`src/rtl/cmd_dec_pkg.sv`:
```
package cmd_dec_pkg;
  localparam int WORD_W    = 32;
  localparam int METH_W    = 13;
  localparam int SUBCH_W   = 3;
  localparam int CNT_W     = 13;
  localparam int MODE_W    = 3;
  localparam int METH_LSB  = 0;
  localparam int SUBCH_LSB = METH_LSB + METH_W;
  localparam int CNT_LSB   = SUBCH_LSB + SUBCH_W;
  localparam int MODE_LSB  = CNT_LSB + CNT_W;

  typedef enum logic [2:0] {K_INC, K_FIX, K_ONCE, K_INLINE, K_BAD} kind_e;

  typedef struct packed {
    kind_e               kind;
    logic [CNT_W-1:0]    cnt;
    logic [SUBCH_W-1:0]  subch;
    logic [METH_W-1:0]   method;
  } hdr_t;
endpackage

```
`src/rtl/cmd_hdr_decode.sv`:
```
module cmd_hdr_decode
  import cmd_dec_pkg::*;
(
  input  logic [WORD_W-1:0] word_i,
  output hdr_t              hdr_o
);
  logic [MODE_W-1:0] mode;

  always_comb begin
    mode         = word_i[MODE_LSB +: MODE_W];
    hdr_o.method = word_i[METH_LSB +: METH_W];
    hdr_o.subch  = word_i[SUBCH_LSB +: SUBCH_W];
    hdr_o.cnt    = word_i[CNT_LSB +: CNT_W];
    unique case (mode)
      3'd0, 3'd1: hdr_o.kind = K_INC;
      3'd2, 3'd3: hdr_o.kind = K_FIX;
      3'd4:       hdr_o.kind = K_INLINE;
      3'd5:       hdr_o.kind = (hdr_o.cnt == '0) ? K_BAD : K_ONCE;
      default:    hdr_o.kind = K_BAD;
    endcase
  end
endmodule

```
`src/rtl/cmd_budget.sv`:
```
module cmd_budget #(
  parameter int LEN_W = 16
) (
  input  logic             clk_i,
  input  logic             rst_ni,
  input  logic             load_i,
  input  logic [LEN_W-1:0] len_i,
  input  logic             dec_i,
  output logic             last_o
);
  logic [LEN_W-1:0] rem_q;

  always_ff @(posedge clk_i or negedge rst_ni) begin
    if (!rst_ni)     rem_q <= '0;
    else if (load_i) rem_q <= len_i;
    else if (dec_i)  rem_q <= rem_q - {{(LEN_W-1){1'b0}}, 1'b1};
  end

  assign last_o = (rem_q == {{(LEN_W-1){1'b0}}, 1'b1});
endmodule

```
`src/rtl/cmd_method_seq.sv`:
```
module cmd_method_seq
  import cmd_dec_pkg::*;
(
  input  logic              clk_i,
  input  logic              rst_ni,
  input  logic              load_i,
  input  logic [METH_W-1:0] method_i,
  input  kind_e             kind_i,
  input  logic              step_i,
  output logic [METH_W-1:0] method_o
);
  logic [METH_W-1:0] cur_q;
  kind_e             kind_q;
  logic              first_q;

  always_ff @(posedge clk_i or negedge rst_ni) begin
    if (!rst_ni) begin
      cur_q   <= '0;
      kind_q  <= K_FIX;
      first_q <= 1'b0;
    end else if (load_i) begin
      cur_q   <= method_i;
      kind_q  <= kind_i;
      first_q <= 1'b1;
    end else if (step_i) begin
      first_q <= 1'b0;
      if (kind_q == K_INC || (kind_q == K_ONCE && first_q))
        cur_q <= cur_q + {{(METH_W-1){1'b0}}, 1'b1};  // wraps in field
    end
  end

  assign method_o = cur_q;
endmodule

```
`src/rtl/cmd_stream_decoder.sv`:
```
module cmd_stream_decoder
  import cmd_dec_pkg::*;
#(
  parameter int LEN_W = 16
) (
  input  logic               clk_i,
  input  logic               rst_ni,
  input  logic               start_i,
  input  logic [LEN_W-1:0]   len_i,
  input  logic               word_valid_i,
  output logic               word_ready_o,
  input  logic [WORD_W-1:0]  word_i,
  output logic               wr_valid_o,
  input  logic               wr_ready_i,
  output logic [METH_W-1:0]  wr_method_o,
  output logic [SUBCH_W-1:0] wr_subch_o,
  output logic [WORD_W-1:0]  wr_value_o,
  output logic               busy_o,
  output logic               err_mode_o,
  output logic               err_trunc_o
);
  typedef enum logic [1:0] {S_IDLE, S_HDR, S_PAY} st_e;

  st_e                st_q;
  hdr_t               hdr;
  logic [CNT_W-1:0]   args_q;
  logic [SUBCH_W-1:0] subch_q;
  logic               last, out_free, acc, start_ok;
  logic               seq_load, seq_step, emit, hdr_has_pay;
  logic [METH_W-1:0]  seq_method, emit_method;
  logic [SUBCH_W-1:0] emit_subch;
  logic [WORD_W-1:0]  emit_value;

  cmd_hdr_decode i_dec (.word_i(word_i), .hdr_o(hdr));

  assign start_ok = start_i && (st_q == S_IDLE);

  cmd_budget #(.LEN_W(LEN_W)) i_budget (
    .clk_i, .rst_ni, .load_i(start_ok), .len_i, .dec_i(acc), .last_o(last)
  );

  cmd_method_seq i_seq (
    .clk_i, .rst_ni, .load_i(seq_load), .method_i(hdr.method), .kind_i(hdr.kind),
    .step_i(seq_step), .method_o(seq_method)
  );

  assign out_free     = !wr_valid_o || wr_ready_i;
  assign word_ready_o = (st_q != S_IDLE) && out_free;
  assign acc          = word_valid_i && word_ready_o;
  assign busy_o       = (st_q != S_IDLE);
  assign hdr_has_pay  = (hdr.kind == K_INC || hdr.kind == K_FIX || hdr.kind == K_ONCE)
                        && (hdr.cnt != '0);

  always_comb begin
    emit        = 1'b0;
    seq_load    = 1'b0;
    seq_step    = 1'b0;
    emit_method = hdr.method;
    emit_subch  = hdr.subch;
    emit_value  = {{(WORD_W-CNT_W){1'b0}}, hdr.cnt};
    if (acc && st_q == S_HDR) begin
      emit     = (hdr.kind == K_INLINE);
      seq_load = hdr_has_pay && !last;
    end
    if (acc && st_q == S_PAY) begin
      emit        = 1'b1;
      seq_step    = 1'b1;
      emit_method = seq_method;
      emit_subch  = subch_q;
      emit_value  = word_i;
    end
  end

  always_ff @(posedge clk_i or negedge rst_ni) begin
    if (!rst_ni) begin
      st_q        <= S_IDLE;
      args_q      <= '0;
      subch_q     <= '0;
      err_mode_o  <= 1'b0;
      err_trunc_o <= 1'b0;
    end else begin
      unique case (st_q)
        S_IDLE: if (start_i) begin
          err_mode_o  <= 1'b0;
          err_trunc_o <= 1'b0;
          st_q        <= (len_i != '0) ? S_HDR : S_IDLE;
        end
        S_HDR: if (acc) begin
          if (hdr.kind == K_BAD) err_mode_o <= 1'b1;
          if (hdr_has_pay) begin
            if (last) begin
              err_trunc_o <= 1'b1;
              st_q        <= S_IDLE;
            end else begin
              args_q  <= hdr.cnt;
              subch_q <= hdr.subch;
              st_q    <= S_PAY;
            end
          end else if (last) begin
            st_q <= S_IDLE;
          end
        end
        S_PAY: if (acc) begin
          args_q <= args_q - {{(CNT_W-1){1'b0}}, 1'b1};
          if (args_q == {{(CNT_W-1){1'b0}}, 1'b1}) begin
            st_q <= last ? S_IDLE : S_HDR;
          end else if (last) begin
            err_trunc_o <= 1'b1;
            st_q        <= S_IDLE;
          end
        end
        default: st_q <= S_IDLE;
      endcase
    end
  end

  // single-entry output register; refilled in the cycle it drains
  always_ff @(posedge clk_i or negedge rst_ni) begin
    if (!rst_ni) begin
      wr_valid_o  <= 1'b0;
      wr_method_o <= '0;
      wr_subch_o  <= '0;
      wr_value_o  <= '0;
    end else if (emit) begin
      wr_valid_o  <= 1'b1;
      wr_method_o <= emit_method;
      wr_subch_o  <= emit_subch;
      wr_value_o  <= emit_value;
    end else if (wr_ready_i) begin
      wr_valid_o  <= 1'b0;
    end
  end
endmodule

```
`config.mk`:
```
export PLATFORM = sky130hd
export DESIGN_NAME = cmd_stream_decoder
export DESIGN_NICKNAME = d
export VERILOG_FILES = /design/src/rtl/cmd_dec_pkg.sv /design/src/rtl/cmd_hdr_decode.sv /design/src/rtl/cmd_budget.sv /design/src/rtl/cmd_method_seq.sv /design/src/rtl/cmd_stream_decoder.sv
export SDC_FILE = /design/constraint.sdc
export NUM_CORES = 1
export LEC_CHECK = 0
export ABC_AREA = 1
export CAP_MARGIN = 20
export CORE_AREA = 10 10 139 205
export CTS_BUF_LIST = sky130_fd_sc_hd__clkbuf_8
export DETAILED_ROUTE_END_ITERATION = 6
export DIE_AREA = 0 0 149 215
export HOLD_SLACK_MARGIN = 0.15
export PLACE_DENSITY_LB_ADDON = 0.2
export SLEW_MARGIN = 40
export SYNTH_ARGS = -nofsm -noshare
export SYNTH_HDL_FRONTEND = slang
export SYNTH_HIERARCHICAL = 1
export SYNTH_SLANG_ARGS = --single-unit
```
`constraint.sdc`:
```
create_clock -name clk_i -period 2.3 [get_ports clk_i]
set_input_delay 0.575 -clock clk_i [delete_from_list [all_inputs] [get_ports clk_i]]
set_output_delay 0.575 -clock clk_i [all_outputs]
set_load 0.03 [all_outputs]
```
==> flow_summary.json <==
{
  "p_sw_w": 0.004363,
  "crit_type": "primary input to flip-flop",
  "wl_per_cell_um": 15.67,
  "syn-num-nets": 876,
  "syn_area_mm2": 0.006122,
  "grt_antenna_before_repair": 0,
  "hold_violations": 0,
  "syn2layout_area_growth_pct": 31.27,
  "row_count": 71,
  "p_int_w": 0.005133,
  "drtPass1Iterations": 5,
  "vias": 5605,
  "wirelength_mm": 19.90,
  "ios": 106,
  "grt_max_degree": 47,
  "gp_congestion": 0.8273,
  "yosys_most_used_dff": "dfrtp_1",
  "switching_share_pct": 45.95,
  "numCtsBuffers": 9,
  "postSynthCellCount": 814,
  "fin_nets": 999,
  "die_h_um": 215,
  "worstPathRequired_ps": 2620,
  "clk_pin_slew_ps": 110,
  "core_region_area_mm2": 0.02487,
  "grt_pass1_wl_mm": 31.70,
  "fin_area_mm2": 0.008036,
  "grt_use_total_pct": 12.48,
  "synth.distinct_cells": 48,
  "grt.overflow.total": 0,
  "fin_util_pct": 32.31,
  "start_util_pct": 24.61,
  "die_w_um": 149,
  "clkPwrFrac_pct": 13.6,
  "worst_pin_slew_ps": 428.3,
  "setup-violations-final": 0,
  "cp.buffers_inverters": 5,
  "crit_family": "buffers and inverters",
  "ir_worst_vdd_mv": 0.3632,
  "ys_ff_latch": 102,
  "critical_path.cell_chain": "clkdlybuf4s50_1 -> nor2_1 -> nand2_1 -> a21oi_1 -> buf_4 -> nand4_1 -> a21oi_2 -> buf_4 -> inv_2 -> buf_12 -> o31ai_1",
  "clock_skew_ps": 17.05,
  "register_area_mm2": 0.002554,
  "pwr_density_cell_mw_per_mm2": 1182,
  "p_comb_share_pct": 51.3,
  "htreeDepth": 3,
  "synth_commonest_cells": "nand2_1, nor2_1, dfrtp_1",
  "async_reset_ff_share_pct": 100.0,
  "synth_seq_area_share_pct": 41.71,
  "outcome": "finished, final reports clean",
  "fillers": 2708,
  "worst-path-max-fanout": 31,
  "drtIter0Drc": 322,
  "layout-drive-gt1-share_pct": 14.86,
  "report.final.slew_viol_count": 0,
  "startpoint_type": "primary input",
  "crit_arrival_ps": 2520,
  "end_kind": "flip-flop",
  "drv_cap": 0,
  "clk_latency_ps": 410,
  "power_leakage_nw": 3.873,
  "diodes": 0,
  "hold_class": "flip-flop to flip-flop",
  "drcViolationCount": 0,
  "power_frac_seq_pct": 35.0,
  "clock_sinks": 102,
  "grt_pass1_vias": 5764,
  "ys_warn_count": 6,
  "place.port_buffers": 105,
  "synth_area_leaders": "dfrtp_1, nand2_1, nor2_1",
  "clockBufferDepth": 2,
  "crit_path_frequent_cell": "buf_4",
  "synth_top_area_share_pct": 41.28,
  "multi_input_area_mm2": 0.002975,
  "fmax_mhz": 454.5,
  "slowest_stage": "clkdlybuf4s50_1",
  "fin_crit_sh_pct": 95.67,
  "syn_avg_cell_area_um2": 7.521,
  "ant_nets": 0,
  "maxSlewHeadroom_pct": 71.15,
  "synth.most_common_cell": "nand2_1",
  "period_needed_ps": 2200,
  "hpwl_mm": 15.62,
  "tns_ps": 0,
  "crit_path_max_incr_delay_ps": 490,
  "cts_tree": "yes",
  "dpl_cell_area_mm2": 0.007724,
  "yosysTopAreaCell": "dfrtp_1",
  "synth-edff-count": 0,
  "cts-root-buf": "clkbuf_8",
  "die_area_mm2": 0.03204,
  "viasPerCell": 4.413
}
==> per-stage QoR <==
step | setup slack [ps] | total power, W | hold WS, ps | cells
floorplan | 47.19 | 0.006380 | 279.4 | 814
finish | 99.58 | 0.009497 | 480.7 | 1270
CTS | 8.797 | 0.009645 | 487.4 | 1269
detailed placement | -477.0 | 0.008300 | 459.0 | 1251
global route | -27.19 | 0.01029 | 524.6 | 1270
global placement | -445.0 | 0.008275 | 457.4 | 1251
==> final cells by class <==
cell class	instances	area share [%]
tap	328	5.107
multi-input combinational	589	37.02
sequential	102	31.78
inverter	68	3.207
timing repair buffer	167	20.21
clock buffer	10	1.713
clock inverter	6	0.9653
==> metal layers <==
layer	track usage (%)	up-vias	share of wire, %
li1	-	2843	-
met4	5.151	0	2.5
met5	0	-	0
met3	1.977	24	3.0
met2	22.72	82	53
met1	13.92	2656	41
==> kinds of logic after synthesis <==
logic type | Yosys count | synth area share (%)
and+or+nand+nor | 438 | 31.49
xor gates and xnor gates | 6 | 0.9810
adders and majority gates | 9 | 1.839
muxes | 2 | 0.3270
AOI/OAI and AO/OA | 134 | 13.28
buffers and inverters | 123 | 10.36
DFF | 102 | 41.71
==> registers in the layout, indices dropped and copies added, names as in the netlist <==
register and cells:
wr_valid_o 1, err_trunc_o 1, wr_method_o 13, i_seq/method_o 13, args_q 13, subch_q 3
i_budget/rem_q 16, wr_value_o 32, st_q 2, i_seq/first_q 1, err_mode_o 1, i_seq/kind_q 3
wr_subch_o 3
==> power groups by stage <==
stage                     Sequential, W  Combinational [W]  Clock, W
final                           0.00333            0.00488   0.00130
after global routing            0.00345            0.00543   0.00140
after CTS                       0.00333            0.00495   0.00136
after detailed placement        0.00336            0.00494         0
after global placement          0.00336            0.00492         0
after floorplan                 0.00392            0.00246         0
==> path summary, 6_finish.rpt <==
| check | to | slack [ps] | startpoint | cells past startpoint |
|---|---|---|---|---|
| worst max-delay path | wr_value_o[8] | 100 | word_i[29] | 11 |
| worst min-delay path | i_seq/kind_q[1] | 480 | i_seq/kind_q[1] | 2 |
| worst max register to register | i_seq/method_o[4] | 240 | i_budget/rem_q[7] | 10 |
| worst min register to register | i_seq/kind_q[1] | 480 | i_seq/kind_q[1] | 2 |
| max in group asynchronous | i_seq/kind_q[0] | 1050 | rst_ni | 3 |
| min in group asynchronous | wr_value_o[10] | 620 | rst_ni | 2 |
==> worst reg2reg max path: stages, from the launching register on <==
cell,delay [ps]
dfrtp_1,480
nor2_1,130
nand2_1,120
nor4_1,290
buf_4,180
or2_4,170
nor3_4,50
inv_2,130
nand4_4,130
buf_4,160
o211ai_1,160
==> layout by cell type, fill, tap and decap left out, drive strengths merged, types with 2 or more instances in the layout <==
master,n
xor2,5
a21oi,8
nand2,241
nor3,2
o21ai,84
clkdlybuf4s50,89
o211ai,5
nand3,56
a22o,19
dlymetal6s2s,13
dfrtp,101
nand4,6
a22oi,8
clkbuf,11
or2,8
nor2,123
mux2i,2
o221ai,2
inv,71
ha,9
o22ai,2
buf,63
a31oi,3
==> timing repair <==
action | CTS | global route
pin swaps | 1 | 18
setup buffers | 1 | 1
endpoints found under the hold margin | 24 | 0
gates cloned | 0 | 0
setup endpoints to repair | 11 | 77
hold buffers | 1 | 0
resized for setup | 3 | 27
Power figures use the tool's default switching activity.
